**src/rtl/hdlc_rx_pkg.sv**
```systemverilog
package hdlc_rx_pkg;
   localparam logic [3:0] FLAG_TAG = 4'b1111;
   localparam logic [3:0] DATA_TAG = 4'b0000;

   typedef enum logic [1:0] {
      ST_HUNT   = 2'd0,
      ST_GAP    = 2'd1,
      ST_OPEN   = 2'd2,
      ST_REJECT = 2'd3
   } frm_state_t;

   typedef struct packed {
      logic       is_flag;
      logic [3:0] chan;
      logic [7:0] octet;
   } rx_item_t;
endpackage

```
**src/rtl/hrf_decode.sv**
```systemverilog
module hrf_decode
   import hdlc_rx_pkg::*;
(
   input  logic [15:0] word_i,
   output rx_item_t    item_o
);
   always_comb begin
      item_o.is_flag = (word_i[15:12] == FLAG_TAG);
      item_o.chan    = word_i[11:8];
      item_o.octet   = word_i[7:0];
   end
endmodule

```
**src/rtl/hrf_crc.sv**
```systemverilog
module hrf_crc #(
   parameter int          CRC_W     = 16,
   parameter logic [15:0] POLY      = 16'h1021,
   parameter logic [15:0] PRESET    = 16'hFFFF,
   parameter bit          LSB_FIRST = 1'b1
) (
   input  logic             clk,
   input  logic             rst_n,
   input  logic             en_i,
   input  logic             restart_i,
   input  logic [7:0]       octet_i,
   output logic [CRC_W-1:0] crc_o
);
   localparam logic [CRC_W-1:0] POLY_REV = {<<{POLY[CRC_W-1:0]}};

   logic [CRC_W-1:0] base;
   logic [CRC_W-1:0] nxt;

   assign base = restart_i ? PRESET[CRC_W-1:0] : crc_o;

   generate
      if (CRC_W != 16) begin : g_bad_width
         $error("hrf_crc: CRC_W must be 16");
      end
      if (LSB_FIRST) begin : g_lsb
         always_comb begin
            nxt = base;
            for (int i = 0; i < 8; i++) begin
               if (nxt[0] ^ octet_i[i]) nxt = (nxt >> 1) ^ POLY_REV;
               else                     nxt = nxt >> 1;
            end
         end
      end else begin : g_msb
         always_comb begin
            nxt = base;
            for (int i = 7; i >= 0; i--) begin
               if (nxt[CRC_W-1] ^ octet_i[i]) nxt = (nxt << 1) ^ POLY[CRC_W-1:0];
               else                           nxt = nxt << 1;
            end
         end
      end
   endgenerate

   always_ff @(posedge clk) begin
      if (!rst_n)    crc_o <= PRESET[CRC_W-1:0];
      else if (en_i) crc_o <= nxt;
   end
endmodule

```
**src/rtl/hdlc_rx_reporter.sv**
```systemverilog
module hdlc_rx_reporter
   import hdlc_rx_pkg::*;
#(
   parameter int          WORD_W    = 16,
   parameter int          ADDR_W    = 8,
   parameter int          MIN_BYTES = 4,
   parameter bit          LSB_FIRST = 1'b1,
   parameter logic [15:0] POLY      = 16'h1021
) (
   input  logic              clk,
   input  logic              rst_n,
   input  logic              in_valid,
   output logic              in_ready,
   input  logic [WORD_W-1:0] in_word,
   input  logic [ADDR_W-1:0] dev_addr,
   output logic              out_valid,
   input  logic              out_ready,
   output logic [WORD_W-1:0] out_word
);
   localparam int          CNT_W    = $clog2(MIN_BYTES + 1);
   localparam logic [15:0] RESIDUE  = LSB_FIRST ? 16'hF0B8 : 16'h1D0F;
   localparam logic [CNT_W-1:0] CNT_TOP = CNT_W'(MIN_BYTES);

   generate
      if (WORD_W != 16) begin : g_bad_word
         $error("hdlc_rx_reporter: WORD_W must be 16");
      end
      if (ADDR_W != 8) begin : g_bad_addr
         $error("hdlc_rx_reporter: ADDR_W must be 8");
      end
      if (MIN_BYTES < 1) begin : g_bad_min
         $error("hdlc_rx_reporter: MIN_BYTES must be at least 1");
      end
   endgenerate

   rx_item_t   item;
   frm_state_t st_q, st_d;
   logic [CNT_W-1:0] cnt_q, cnt_d;
   logic [15:0] crc_q;
   logic        take, emit, crc_en, crc_restart, frame_good;
   logic [WORD_W-1:0] emit_word;

   hrf_decode u_dec (
      .word_i (in_word),
      .item_o (item)
   );

   hrf_crc #(
      .CRC_W     (16),
      .POLY      (POLY),
      .PRESET    (16'hFFFF),
      .LSB_FIRST (LSB_FIRST)
   ) u_crc (
      .clk       (clk),
      .rst_n     (rst_n),
      .en_i      (crc_en),
      .restart_i (crc_restart),
      .octet_i   (item.octet),
      .crc_o     (crc_q)
   );

   assign in_ready   = !out_valid || out_ready;
   assign take       = in_valid && in_ready;
   assign frame_good = (crc_q == RESIDUE) && (cnt_q >= CNT_TOP);

   always_comb begin
      st_d        = st_q;
      cnt_d       = cnt_q;
      emit        = 1'b0;
      emit_word   = '0;
      crc_en      = 1'b0;
      crc_restart = 1'b0;
      if (take) begin
         if (item.is_flag) begin
            if (st_q == ST_OPEN) begin
               emit      = 1'b1;
               emit_word = {FLAG_TAG, item.chan, frame_good, 7'b0};
            end
            st_d = ST_GAP;
         end else begin
            unique case (st_q)
               ST_GAP: begin
                  if (item.octet == dev_addr) begin
                     emit        = 1'b1;
                     emit_word   = {FLAG_TAG, item.chan, 8'hFF};
                     crc_en      = 1'b1;
                     crc_restart = 1'b1;
                     cnt_d       = CNT_W'(1);
                     st_d        = ST_OPEN;
                  end else begin
                     st_d = ST_REJECT;
                  end
               end
               ST_OPEN: begin
                  emit      = 1'b1;
                  emit_word = {DATA_TAG, item.chan, item.octet};
                  crc_en    = 1'b1;
                  if (cnt_q != CNT_TOP) cnt_d = cnt_q + CNT_W'(1);
               end
               default: ;
            endcase
         end
      end
   end

   always_ff @(posedge clk) begin
      if (!rst_n) begin
         st_q      <= ST_HUNT;
         cnt_q     <= '0;
         out_valid <= 1'b0;
         out_word  <= '0;
      end else begin
         st_q  <= st_d;
         cnt_q <= cnt_d;
         if (take && emit) begin
            out_valid <= 1'b1;
            out_word  <= emit_word;
         end else if (out_ready) begin
            out_valid <= 1'b0;
         end
      end
   end


   stall_hold_chk: assert property (@(posedge clk) disable iff (!rst_n)
      (out_valid && !out_ready) |=> (out_valid && $stable(out_word)));


   stall_block_chk: assert property (@(posedge clk) disable iff (!rst_n)
      (out_valid && !out_ready) |-> !in_ready);


   quiet_flag_chk: assert property (@(posedge clk) disable iff (!rst_n)
      (take && item.is_flag && st_q != ST_OPEN) |=> !out_valid);


   reject_quiet_chk: assert property (@(posedge clk) disable iff (!rst_n)
      (take && st_q == ST_REJECT) |=> !out_valid);


   start_word_chk: assert property (@(posedge clk) disable iff (!rst_n)
      (take && !item.is_flag && st_q == ST_GAP && item.octet == dev_addr)
      |=> (out_valid && out_word[15:12] == FLAG_TAG && out_word[7:0] == 8'hFF));


   end_pad_chk: assert property (@(posedge clk) disable iff (!rst_n)
      (out_valid && out_word[15:12] == FLAG_TAG && out_word[7:0] != 8'hFF)
      |-> (out_word[6:0] == 7'b0));
endmodule

```
**config.mk**
```make
export PLATFORM = sky130hd
export DESIGN_NAME = hdlc_rx_reporter
export DESIGN_NICKNAME = d
export VERILOG_FILES = /design/src/rtl/hdlc_rx_pkg.sv /design/src/rtl/hrf_decode.sv /design/src/rtl/hrf_crc.sv /design/src/rtl/hdlc_rx_reporter.sv
export SDC_FILE = /design/constraint.sdc
export NUM_CORES = 1
export LEC_CHECK = 0
export ABC_AREA = 1
export BUFFER_PORTS_ARGS = -buffer_cell sky130_fd_sc_hd__buf_2
export CORE_ASPECT_RATIO = 1.1
export CORE_MARGIN = 2
export CORE_UTILIZATION = 40
export DETAILED_ROUTE_END_ITERATION = 10
export PLACE_DENSITY_LB_ADDON = 0.25
export RECOVER_POWER = 25
export SLEW_MARGIN = 30
export SYNTH_ARGS = -nofsm -noshare
export SYNTH_HDL_FRONTEND = slang
export SYNTH_SLANG_ARGS = --single-unit
export TNS_END_PERCENT = 1
```
**constraint.sdc**
```tcl
create_clock -name clk -period 3.6 [get_ports clk]
set_clock_uncertainty 0.05 [all_clocks]
set_input_delay 0.36 -clock clk [delete_from_list [all_inputs] [get_ports clk]]
set_output_delay 0.36 -clock clk [all_outputs]
set_load 0.01 [all_outputs]
```
==> flow_summary_export.csv <==
group,metric,value,unit
clock_network,cts_tree,"built",
cells_and_area,antenna_cells,0,
cells_and_area,finish.instance_area,2480,um^2
clock_network,cts.repair.resized,0,
timing,hold_viol,0,
yosys,yosysTopAreaCell,"dfxtp_1",
detailed_routing,wl,5250,um
power,sw_frac_of_total,27.7,%
power,internal-power,558,uW
grt,grt_max_degree,27,
place,place_congestion,0.822,
clock_network,clk_latency,290,ps
yosys,synth-async-reset-ratio,0,%
detailed_routing,route.met2.wl,2580,um
power,peakVddDrop,0.191,mV
timing,fin_ws,1040,ps
place,place_ws,926,ps
timing,setup_viol,0,
worst_setup_path,crit_fanout,26,
yosys,synth_top_area_share,32.3,%
worst_setup_path,worstPathRequired,3740,ps
floorplanning,ios,46,
clock_network,clockBufferDepth,2,
grt,antenna_found_initial,0,
power,pwr-share-clk,37.6,%
yosys,synth_edf_count,0,
power,p_switching,214,uW
place,buffer_ports.inserted,45,
cells_and_area,final_util,46.9,%
clock_network,cts_buffers,5,
worst_setup_path,crit_path_start_kind,"flip-flop",
yosys,ys_types,29,
detailed_routing,top_layer,"met4",
grt,first_global_vias,1879,
detailed_routing,vias,2200,
detailed_routing,dr.pass1.iters,4,
floorplanning,die_w,74.2,um
worst_setup_path,cp.arrival,2700,ps
clock_network,postCtsSetupRepairBufs,0,
grt,grt_overflow,0,
timing,fin_crit_sh,71.2,%
clock_network,cts_root_buf,"clkbuf_8",
floorplanning,row_count,28,
detailed_routing,wl_met3,228,um
timing,maxSlewHeadroom,42.3,%
floorplanning,core,5290,um^2
yosys,syn_area,2170,um^2
cells_and_area,area.growth.synth_to_final,14.5,%
worst_setup_path,critPathKind,"reg -> reg",
yosys,ys_ff_latch,35,
power,comb_power_share,11.6,%
yosys,synth-main-ff-cell,"dfxtp_1",
clock_network,cts.sinks,35,
place,postPlaceCellArea,2410,um^2
hold_path,hp-class,"in -> reg",
worst_setup_path,timing.critical_path.slowest_stage_cell,"nand3_1",
power,power,772,uW
detailed_routing,vias_per_cell,4.80,
floorplanning,die_area,6020,um^2
yosys,synth_fp_nets,375,
yosys,yosys-top-cells-area,"dfxtp_1, nand2_1, nand3_1",
timing,period_needed,2560,ps
place,place_hpwl,3910,um
clock_network,htree_levels,2,
worst_setup_path,crit_path_max_incr_delay,640,ps
worst_setup_path,critical_path.most_common_cell,"nand2_1",
worst_setup_path,crit_chain,"inv_1 -> ha_1 -> nand2_1 -> nor2_1 -> nand3_1 -> buf_4 -> nand2_1 -> nand2_1 -> nand2_1 -> nand2_1 -> nand2_1 -> nand2_1 -> nand3_1 -> nand2_1",
power,p_leak,1.24,nW
cells_and_area,nets,414,
worst_setup_path,endpoint_kind,"flip-flop",
worst_setup_path,crit_family,"simple AND/OR/NAND/NOR gates",
timing,rsz0062_at_grt,"false",
clock_network,cts.clk_slew.worst_paths,80,ps
yosys,post-synth-top-count-cell,"nand2_1",
timing,max_freq,0.390,GHz
detailed_routing,drt_iter0_drc,119,
power,power_density,311,nW/um^2
clock_network,hold_buffers,0,
floorplanning,die_y,81.2,um
worst_setup_path,cp_num_buf_inv,2,
yosys,ys_seq_area_share,32.3,%
yosys,ys_top_cells_by_count,"nand2_1, inv_1, nand3_1",
timing,drv_slew,0,
timing,tightest_slew,863,ps
detailed_routing,ant_nets,0,
detailed_routing,drt-met1-wl,2350,um
cells_and_area,drive_gt1_share,13.8,%
yosys,syn_inst,343,
grt,grt_pass1_wl,8430,um
detailed_routing,wl_per_cell,11.5,um
floorplanning,start_util,41.0,%
yosys,synth.yosys.warnings,0,
job,cap_violations,0,
power,seq_power_share,50.7,%
grt,grt_util_all_layers,18.0,%
yosys,syn_avg_cell_area,6.32,um^2
run_status,status,"complete, no violations",
timing,tns,0,ps
detailed_routing,drc,0,
## layout by cell type, fill, tap and decap left out, types with 2 or more instances in the layout
cell type,n
nand2_2,3
nand3_1,36
nand3b_1,5
dfxtp_1,35
nor2_1,17
ha_1,4
o211ai_1,4
inv_2,3
clkinvlp_4,2
o21ai_0,19
clkbuf_8,5
xnor2_1,5
nand2_1,113
o21ai_1,2
buf_2,32
clkbuf_1,13
clkinv_2,2
a21oi_1,24
inv_1,43
nand4_1,6
## layout make-up
| class | instances | area, um^2 |
|---|---|---|
| inverter | 47 | 178 |
| tap | 75 | 93.8 |
| fill | 572 | 2810 |
| multi-input combinational | 247 | 1200 |
| clock inverter | 3 | 20.0 |
| timing repair buffer | 46 | 216 |
| clock buffer | 5 | 68.8 |
| sequential | 35 | 701 |
## kinds of logic after synthesis
| kind of cell | after synthesis | synth area share, % |
|---|---|---|
| AOI/OAI and AO/OA | 51 | 12.4 |
| xor gates and xnor gates | 6 | 2.42 |
| adders and majority gates | 4 | 2.31 |
| buffers and inverters | 61 | 12.1 |
| DFF | 35 | 32.3 |
| and+or+nand+nor | 186 | 38.5 |
## flip-flops by register name (all words and copies together) (netlist names)
register     flops
out_word        13
out_valid        1
cnt_q            3
st_q             2
u_crc.crc_o     16
## power groups by stage
stage	registers [mW]	clock network (mW)	logic, mW
4_1_cts	0.391	0.297	0.0901
6_report	0.391	0.290	0.0897
5_1_grt	0.392	0.310	0.102
3_3_place_gp	0.401	0	0.0889
2_1_floorplan	0.401	0	0.0572
3_5_place_dp	0.401	0	0.0897
## stage by stage
| step | hold WS (ps) | std cells |
|---|---|---|
| finish | 241 | 458 |
| global route | 252 | 458 |
| CTS | 231 | 458 |
| detailed placement | 408 | 450 |
| global placement | 401 | 450 |
| floorplan | 390 | 343 |
## per-layer routing
metal  track usage (%)  vias to the layer above
met5                 0                        -
met2              29.6                       44
met4              7.27                        0
met1              23.0                      977
met3              3.47                        8
li1                  -                     1171
## worst paths after layout
path / slack (ps) / from / endpoint / depth (start not counted)
worst min register to register: 420 / u_crc.crc_o[2]$_SDFFE_PN1P_ / u_crc.crc_o[2]$_SDFFE_PN1P_ / 2
worst max register to register: 1040 / st_q[1]$_SDFFE_PN0P_ / u_crc.crc_o[0]$_SDFFE_PN1P_ / 14
worst min-delay path: 240 / in_word[10] / out_word[10]$_SDFFE_PN0P_ / 3
worst max-delay path: 1040 / st_q[1]$_SDFFE_PN0P_ / u_crc.crc_o[0]$_SDFFE_PN1P_ / 14
## worst min-delay path, stage by stage
cell	delay [ps]
buf_2	80
nor2_1	30
nor2_1	80
No activity file was read; power rests on OpenSTA's default activity.
